`src/rtl/irq_prio_pkg.sv`:
```
package irq_prio_pkg;
  localparam int NSRC_DEF   = 32;
  localparam int PRIO_W_DEF = 3;
endpackage

```
`src/rtl/irq_rst_sync.sv`:
```
module irq_rst_sync (
  input  logic clk,
  input  logic rst_n,
  output logic rst_sync_n
);
  logic stage_q;

  always_ff @(posedge clk or negedge rst_n) begin
    if (!rst_n) begin
      stage_q    <= 1'b0;
      rst_sync_n <= 1'b0;
    end else begin
      stage_q    <= 1'b1;
      rst_sync_n <= stage_q;
    end
  end
endmodule

```
`src/rtl/irq_pend_latch.sv`:
```
module irq_pend_latch #(
  parameter int NSRC = 32
) (
  input  logic            clk,
  input  logic            rst_n,
  input  logic [NSRC-1:0] src_i,
  input  logic [NSRC-1:0] en_i,
  input  logic [NSRC-1:0] take_i,
  output logic [NSRC-1:0] pend_o
);
  logic [NSRC-1:0] pend_d;
  logic [NSRC-1:0] pend_q;

  for (genvar g = 0; g < NSRC; g++) begin : g_bit
    // a new qualified event wins over a clear in the same cycle
    always_comb pend_d[g] = (pend_q[g] & ~take_i[g]) | (src_i[g] & en_i[g]);
  end

  always_ff @(posedge clk or negedge rst_n) begin
    if (!rst_n) pend_q <= '0;
    else        pend_q <= pend_d;
  end

  assign pend_o = pend_q;
endmodule

```
`src/rtl/irq_prio_arb.sv`:
```
module irq_prio_arb #(
  parameter  int NSRC   = 32,
  parameter  int PRIO_W = 3,
  localparam int ID_W   = $clog2(NSRC)
) (
  input  logic [NSRC-1:0]        cand_i,
  input  logic [NSRC*PRIO_W-1:0] prio_i,
  output logic                   win_vld_o,
  output logic [ID_W-1:0]        win_id_o
);
  logic [PRIO_W-1:0] best;
  logic [ID_W-1:0]   best_id;

  always_comb begin
    best    = '0;
    best_id = '0;
    // strict compare keeps the lowest index on ties; priority 0 never wins
    for (int i = 0; i < NSRC; i++) begin
      if (cand_i[i] && (prio_i[i*PRIO_W +: PRIO_W] > best)) begin
        best    = prio_i[i*PRIO_W +: PRIO_W];
        best_id = ID_W'(i);
      end
    end
  end

  assign win_vld_o = (best != '0);
  assign win_id_o  = best_id;
endmodule

```
`src/rtl/irq_claim_unit.sv`:
```
module irq_claim_unit #(
  parameter  int NSRC = 32,
  localparam int ID_W = $clog2(NSRC)
) (
  input  logic            clk,
  input  logic            rst_n,
  input  logic            win_vld_i,
  input  logic [ID_W-1:0] win_id_i,
  input  logic            done_we_i,
  input  logic [ID_W-1:0] done_id_i,
  output logic [NSRC-1:0] take_o,
  output logic            active_o,
  output logic [ID_W-1:0] claim_id_o,
  output logic            irq_o
);
  logic            active_q, active_d;
  logic [ID_W-1:0] id_q, id_d;
  logic            irq_q;
  logic            grant;
  logic            done_hit;

  always_comb begin
    done_hit = active_q && done_we_i && (done_id_i == id_q);
    grant    = !active_q && win_vld_i;
    active_d = active_q;
    id_d     = id_q;
    if (done_hit) active_d = 1'b0;
    if (grant) begin
      active_d = 1'b1;
      id_d     = win_id_i;
    end
  end

  for (genvar g = 0; g < NSRC; g++) begin : g_take
    assign take_o[g] = grant && (win_id_i == ID_W'(g));
  end

  always_ff @(posedge clk or negedge rst_n) begin
    if (!rst_n) begin
      active_q <= 1'b0;
      id_q     <= '0;
      irq_q    <= 1'b0;
    end else begin
      active_q <= active_d;
      id_q     <= id_d;
      irq_q    <= active_q;
    end
  end

  assign active_o   = active_q;
  assign claim_id_o = id_q;
  assign irq_o      = irq_q;
endmodule

```
`src/rtl/irq_prio_ctrl.sv`:
```
module irq_prio_ctrl #(
  parameter  int NSRC   = irq_prio_pkg::NSRC_DEF,
  parameter  int PRIO_W = irq_prio_pkg::PRIO_W_DEF,
  localparam int ID_W   = $clog2(NSRC),
  localparam int PV_W   = NSRC * PRIO_W
) (
  input  logic            clk,
  input  logic            rst_n,
  input  logic [NSRC-1:0] irq_src_i,
  input  logic [PV_W-1:0] prio_wdata,
  input  logic            prio_we,
  input  logic [NSRC-1:0] en_wdata,
  input  logic            en_we,
  input  logic [ID_W-1:0] done_id_i,
  input  logic            done_we,
  output logic            core_irq_o,
  output logic [ID_W-1:0] claim_id_o
);
  logic            rst_int_n;
  logic [PV_W-1:0] prio_q, prio_d;
  logic [NSRC-1:0] en_q, en_d;
  logic [NSRC-1:0] pend;
  logic [NSRC-1:0] take;
  logic            win_vld;
  logic [ID_W-1:0] win_id;
  logic            claim_active;

  irq_rst_sync u_rst (
    .clk        (clk),
    .rst_n      (rst_n),
    .rst_sync_n (rst_int_n)
  );

  always_comb begin
    prio_d = prio_we ? prio_wdata : prio_q;
    en_d   = en_we   ? en_wdata   : en_q;
  end

  always_ff @(posedge clk or negedge rst_int_n) begin
    if (!rst_int_n) begin
      prio_q <= '0;
      en_q   <= '0;
    end else begin
      prio_q <= prio_d;
      en_q   <= en_d;
    end
  end

  irq_pend_latch #(.NSRC(NSRC)) u_pend (
    .clk    (clk),
    .rst_n  (rst_int_n),
    .src_i  (irq_src_i),
    .en_i   (en_q),
    .take_i (take),
    .pend_o (pend)
  );

  irq_prio_arb #(.NSRC(NSRC), .PRIO_W(PRIO_W)) u_arb (
    .cand_i    (pend & en_q),
    .prio_i    (prio_q),
    .win_vld_o (win_vld),
    .win_id_o  (win_id)
  );

  irq_claim_unit #(.NSRC(NSRC)) u_claim (
    .clk        (clk),
    .rst_n      (rst_int_n),
    .win_vld_i  (win_vld),
    .win_id_i   (win_id),
    .done_we_i  (done_we),
    .done_id_i  (done_id_i),
    .take_o     (take),
    .active_o   (claim_active),
    .claim_id_o (claim_id_o),
    .irq_o      (core_irq_o)
  );
endmodule

```
`config.mk`:
```
export PLATFORM = sky130hd
export DESIGN_NAME = irq_prio_ctrl
export DESIGN_NICKNAME = d
export VERILOG_FILES = /design/src/rtl/irq_prio_pkg.sv /design/src/rtl/irq_rst_sync.sv /design/src/rtl/irq_pend_latch.sv /design/src/rtl/irq_prio_arb.sv /design/src/rtl/irq_claim_unit.sv /design/src/rtl/irq_prio_ctrl.sv
export SDC_FILE = /design/constraint.sdc
export NUM_CORES = 1
export LEC_CHECK = 0
export ABC_AREA = 1
export BUFFER_PORTS_ARGS = -buffer_cell sky130_fd_sc_hd__buf_2
export CAP_MARGIN = 20
export CELL_PAD_IN_SITES_DETAIL_PLACEMENT = 1
export CELL_PAD_IN_SITES_GLOBAL_PLACEMENT = 1
export CORE_ASPECT_RATIO = 1.4
export CORE_MARGIN = 2
export CORE_UTILIZATION = 35
export DETAILED_ROUTE_END_ITERATION = 16
export PLACE_DENSITY = 0.67
export SETUP_SLACK_MARGIN = 0.3
export SYNTH_ARGS = -nofsm -noshare
export SYNTH_HDL_FRONTEND = slang
export SYNTH_SLANG_ARGS = --single-unit
```
`constraint.sdc`:
```
create_clock -name clk -period 7.43 [get_ports clk]
set_clock_uncertainty 0.1 [all_clocks]
set_input_delay 1.486 -clock clk [delete_from_list [all_inputs] [get_ports clk]]
set_output_delay 1.486 -clock clk [all_outputs]
set_load 0.005 [all_outputs]
```
; Word-level counts from Yosys, hierarchy flattened
; Index checks and enable logic that the tools add are counted.
; W data, S select, Z words.
[totals]
regBits = 169
latch_bits = 0
mem_bits_rw = 0
rom_bits = 0
wordCells = 337
memories = 0
[classes]
n_addsub = 0
n_mul = 0
div = 0
magnitude_cmp = 32
eq_ne = 32
shifts = 0
mux = 65
n_bitwise = 129
n_reduce_logical = 71
[op_table]
columns = operator, count
row1 = $mux W3, 36
row2 = $gt A3 B3 Y1, 31
row3 = $eq A5 B5 Y1 const B, 16
row4 = $mux W5, 16
row5 = $logic_and A1 B1 Y1, 67
row6 = $and A1 B1 Y1, 64
row7 = $eq A5 B4 Y1 const B, 8
row8 = $and A32 B32 Y32, 1
row9 = $mux W4, 8
row10 = $not A1 Y1, 32
row11 = $or A1 B1 Y1, 32
row12 = $eq A5 B3 Y1 const B, 4
row13 = $eq A5 B2 Y1 const B, 2
row14 = $eq A5 B1 Y1 const B, 1
row15 = $eq A5 B5 Y1, 1
row16 = $logic_not A5 Y1, 1
row17 = $mux W2, 2
row18 = $gt A3 B1 Y1 const B, 1
row19 = $mux W1, 3
row20 = $reduce_bool A3 Y1, 1
row21 = $reduce_bool A2 Y1, 1
row22 = $logic_not A1 Y1, 1

; Longest topological paths before layout
[logic_depth]
ltp_word = 102
depth_mapped = 248

; Hierarchy
; A second synthesis with hierarchy kept.
[hier_totals]
hier_cells = 1560
area_unflattened_um2 = 11089.4
[by_module_without_submodules]
columns = mod, n_inst, cells_per_inst, area_each_um2, seq_area_each_um2
row1 = irq_prio_ctrl, 1, 606, 5073.6, 3203.1
row2 = irq_prio_arb, 1, 676, 3983.8, 0.0
row3 = irq_pend_latch, 1, 160, 1281.2, 800.8
row4 = irq_claim_unit, 1, 115, 696.9, 175.2
row5 = irq_rst_sync, 1, 3, 53.8, 50.0

; Worst setup path after synthesis
; Ideal clock, no wire load.
[synth_path]
path_type = register to register
startpoint = reg en_q[0]
endpoint = reg u_pend.pend_q[6], in the netlist u_pend.pend_o[6]
setup_ns = 0.116
arrival_ns = 30.372
required_ns = 7.214
path_slack_ns = -23.158
stages_incl_launch_ff = 208
n_path_buf = 0
period_less_slack_ns = 30.588
path_cell_list = dfrtp_1 nand2_1 nor2_4 inv_1 ha_1 nand3_1 nand2_1 inv_2 nand2_4 o21ai_0 ha_1 o21ai_0 nand3_2 nand3_2 nand2_4 o21ai_0 ha_1 o21ai_0 [... 172 more ...] inv_1 nand2_1 nand2_1 ha_1 a21oi_1 o21ai_0 nand4_1 inv_1 nor2_1 o21ai_0 nor2_1 nand2_2 nor2_1 inv_1 nor3_1 nand3_2 nand2_1 nand2_1
[synth_via]
elab_chain_len = 102
elab_cells_between_ends = 134
classes_between = order compare: 31 / eq/ne: 1 / mux: 63 / bitwise: 4 / reduce/logical: 35
[synth_lines]
columns = element, line_no
row1 = "start, declared", irq_prio_ctrl.sv:21  ; logic [NSRC-1:0] en_q, en_d;
row2 = "start signal, assigned", irq_prio_ctrl.sv:45  ; en_q <= en_d;
row3 = $and A32 B32 Y32 (*), irq_prio_ctrl.sv:59  ; .cand_i (pend & en_q),
row4 = $logic_and A1 B1 Y1 (*), irq_prio_arb.sv:19  ; if (cand_i[i] && (prio_i[i*PRIO_W +: PRIO_W] > best)) begin
row5 = $mux W3 (*), irq_prio_arb.sv:19
row6 = $gt A3 B3 Y1, irq_prio_arb.sv:19
row7 = $logic_and A1 B1 Y1, irq_prio_arb.sv:19
row8 = $mux W3, irq_prio_arb.sv:19
row9 = $gt A3 B3 Y1, irq_prio_arb.sv:19
row10 = $logic_and A1 B1 Y1, irq_prio_arb.sv:19
row11 = [... 87 more ...], n/a
row12 = $mux W3, irq_prio_arb.sv:19
row13 = $reduce_bool A3 Y1, irq_prio_arb.sv:26  ; assign win_vld_o = (best != '0);
row14 = $logic_and A1 B1 Y1, irq_claim_unit.sv:24  ; grant = !active_q && win_vld_i;
row15 = $logic_and A1 B1 Y1 (*), irq_claim_unit.sv:35  ; assign take_o[g] = grant && (win_id_i == ID_W'(g));
row16 = $not A1 Y1 (*), irq_pend_latch.sv:16  ; always_comb pend_d[g] = (pend_q[g] & ~take_i[g]) | (src_i[g] & en_i[g]);
row17 = $and A1 B1 Y1 (*), irq_pend_latch.sv:16
row18 = $or A1 B1 Y1 (*), irq_pend_latch.sv:16
row19 = named net u_pend.pend_d[6], irq_pend_latch.sv:11  ; logic [NSRC-1:0] pend_d;
row20 = "end signal, assigned", irq_pend_latch.sv:21  ; else pend_q <= pend_d;
row21 = "end, declared", irq_pend_latch.sv:12  ; logic [NSRC-1:0] pend_q;
; The timed path passes the listed nets; every way through them passes the cells marked *.
; A chain may end at the register's enable or synchronous reset.

; Worst setup path in the final report
[layout_path]
startpoint = reg en_q[0]
endpoint = reg u_pend.pend_q[16], in the netlist u_pend.pend_o[16]
; Same word-level chain as after synthesis.

==> results by group <==
Die
  • Die X-Extent: 152 um
  • Io pins: 176
  • Die H: 211 um
  • Initial Util: 35.6%
  • DIE AREA: 31900 um^2
  • # rows: 75
  • Core area: 30000 um^2

STA
  • Setup WS post-layout: -21.57 ns
  • Final Slew Violations: 0
  • WHS: 0.252 ns
  • Minimum clock period: 29.00 ns
  • RSZ-0062 raised after global routing: yes
  • Count of final setup violators: 38
  • Final hold viol count: 0
  • Final TNS setup: -816.07 ns
  • Rel. slew slack: 26.6%
  • Period utilization: 390%
  • Fmax achieved: 34.5 MHz
  • Worst Tran Pin Value: 1.10 ns

Setup path
  • Crit path top cell by count: nand2_4
  • Max incr delay on CP: 0.40 ns
  • Worst Setup Path Type: reg -> reg
  • CP arrival: 29.26 ns
  • CP required: 7.69 ns
  • Crit start category: flip-flop
  • Crit path max fanout: 6
  • R2r setup slk: -21.57 ns
  • CP max stage cell: dfrtp_1
  • Reg-to-Reg End: u_pend.pend_o[16]
  • Critical path startpoint: en_q[0]
  • Worst setup path endpoint: u_pend.pend_o[16]
  • R2r worst-path depth: 223
  • Element type at the critical path end: flip-flop
  • Worst R2R Start: en_q[0]

Layout
  • Area Overhead vs Synth: 67.9%
  • Diode count: 0
  • Layout cells sized above 1: 53.6%
  • # nets final: 2230

Yosys
  • Main area contributors after synthesis: dfrtp_1, nand2_1, o21ai_0
  • Post-synth EDFFs: 0
  • Post-Synth Adder-Cell Area: 4.33%
  • Count of cell types in the netlist: 46
  • Post-synthesis mux area share: 2.74%
  • Async set or reset register ratio after synthesis: 100%
  • Top-count cell post-synth: nand2_1
  • Syn Inst Count: 1408
  • Commonest cells post-synth: nand2_1, dfrtp_1, o21ai_0
  • Post-synth top area share: 39.6%
  • Synth warn: 0
  • Main combinational cell family by area after synthesis: simple AND/OR/NAND/NOR gates
  • Synth Cell Area: 10700 um^2
  • Synth area leader: dfrtp_1
  • Synth Area in Simple Gates: 33.2%
  • Syn Nets: 1615
  • Compound-Gate Fraction of Synth Area: 12.1%
  • Avg Inst Size Synth: 7.59 um^2
  • Register area share after synthesis: 39.6%
  • Top_reg_cell synth: dfrtp_1
  • Flops & latches, synth: 169
  • Post-synthesis xor/xnor area fraction: 0.164%

Global route
  • Total track usage: 26.4%
  • Number of global-route vias before repair: 13400
  • First-pass GRT wire length: 65800 um
  • Pin count of the biggest net entering global routing: 168
  • Congestion Overflow GR: 0
  • Initial antenna violation count: 0

Placed design
  • I/O Buffers: 175
  • Pre-CTS setup slack: -21.50 ns
  • HPWL after DPL: 27700 um
  • Placer Congestion: 0.806

Clock tree
  • Clock Latency Late Sink: 0.47 ns
  • TritonCTS Buffers: 17
  • CTS max path bufs: 2
  • Clk sinks: 169
  • Worst-path clk slew: 0.07 ns
  • H-tree depth: 4
  • Hold buffers post-CTS: 0
  • CTS root buf: clkbuf_16
  • CTS tree: yes

Route
  • Pre-antenna DRT Iters: 6
  • Via/cell ratio: 5.02
  • Post-DR wirelength/cell: 18.6 um
  • DR DRC count: 0
  • Post-DRT Antenna Nets: 0
  • Routed via count: 12100
  • Total wire length: 45100 um
  • Drt initial violations: 361

Outcome
  • Status: finished with violations
  • Failing checks: setup timing

Hold path
  • Worst Hold Class: reg -> reg

Flow run
  • MaxCap Viol Count: 0
cell usage in the layout, fill, tap and decap left out, types with 25 or more instances in the layout:
| master | synthesis | final |
|---|---|---|
| o21ai_4 | 1 | 27 |
| buf_2 | 1 | 174 |
| nor2_1 | 45 | 26 |
| ha_4 | 0 | 27 |
| buf_4 | 3 | 426 |
| o21ai_2 | 2 | 25 |
| nand2_2 | 77 | 82 |
| nand3_1 | 105 | 83 |
| o21ai_0 | 163 | 107 |
| mux2_2 | 26 | 26 |
| nand3_2 | 42 | 55 |
| dfrtp_1 | 169 | 168 |
| inv_2 | 18 | 25 |
| nand2_4 | 15 | 59 |
| inv_1 | 154 | 144 |
| nand2_1 | 401 | 350 |
metal layers:
metal / wire (um) / global-route usage, %
met5: 0 / 0
met4: 1910 / 11.8
met3: 1030 / 2.66
met2: 25900 / 52.0
met1: 16200 / 27.6
cell families after synthesis:
group | after synthesis
AO/OA/AOI/OAI | 228
other | 1
AND/OR/NAND/NOR | 731
XOR/XNOR | 2
buffers and inverters | 214
adder cells (fa/ha/maj) | 37
flip-flops | 169
multiplexers | 26
critical path: cells and delay by family, from the launching register on:
family | cells | cell delay (ns)
flip-flops | 1 | 0.40
adder cells (fa/ha/maj) | 29 | 7.40
AND/OR/NAND/NOR | 119 | 11.62
AO/OA/AOI/OAI | 49 | 6.77
buffers and inverters | 26 | 2.49
metrics by stage:
stage	cell area (um^2)	instances	utilization, %
after floorplan	11200	1408	-
after global placement	14800	2241	49.1
after detailed placement	14800	2241	49.1
after CTS	17000	2389	56.8
after global routing	17900	2421	59.7
final	17900	2421	59.7
worst min-delay path by stage:
stage	startpoint	to	slack, ns	depth (start not counted)
final	u_rst.stage_q	u_rst.rst_sync_n	0.25	0
after global routing	u_rst.stage_q	u_rst.rst_sync_n	0.28	0
after CTS	u_rst.stage_q	u_rst.rst_sync_n	0.26	0
after detailed placement	u_rst.stage_q	u_rst.rst_sync_n	0.24	0
after global placement	u_rst.stage_q	u_rst.rst_sync_n	0.24	0
after floorplan	u_rst.stage_q	u_rst.rst_sync_n	0.23	0
final cells by class:
cell class / count / area [um^2]
clock inverters: 13 / 166
repair buffers: 628 / 4500
inverters: 181 / 721
multi-input cells: 1025 / 7370
clock buffers: 19 / 453
well taps: 385 / 482
repair inverters: 1 / 8.76
flip-flops and latches: 169 / 4230
fillers: 3619 / 12100
sequential cells by signal, summed over array words and instances (netlist names):
| register | flops |
|---|---|
| prio_q | 96 |
| u_rst.stage_q | 1 |
| u_rst.rst_sync_n | 1 |
| en_q | 32 |
| u_claim.irq_o | 1 |
| u_claim.claim_id_o | 5 |
| u_pend.pend_o | 32 |
| u_claim.active_o | 1 |
timing repair:
item | CTS | global route
resized for setup | 134 | 123
setup endpoints to repair | 38 | 38
setup buffers | 114 | 31
cloned | 2 | 1
pin swaps | 104 | 132
Power is not shown: default switching activity piles up to over one toggle a cycle in this logic, so the estimate is an artifact.
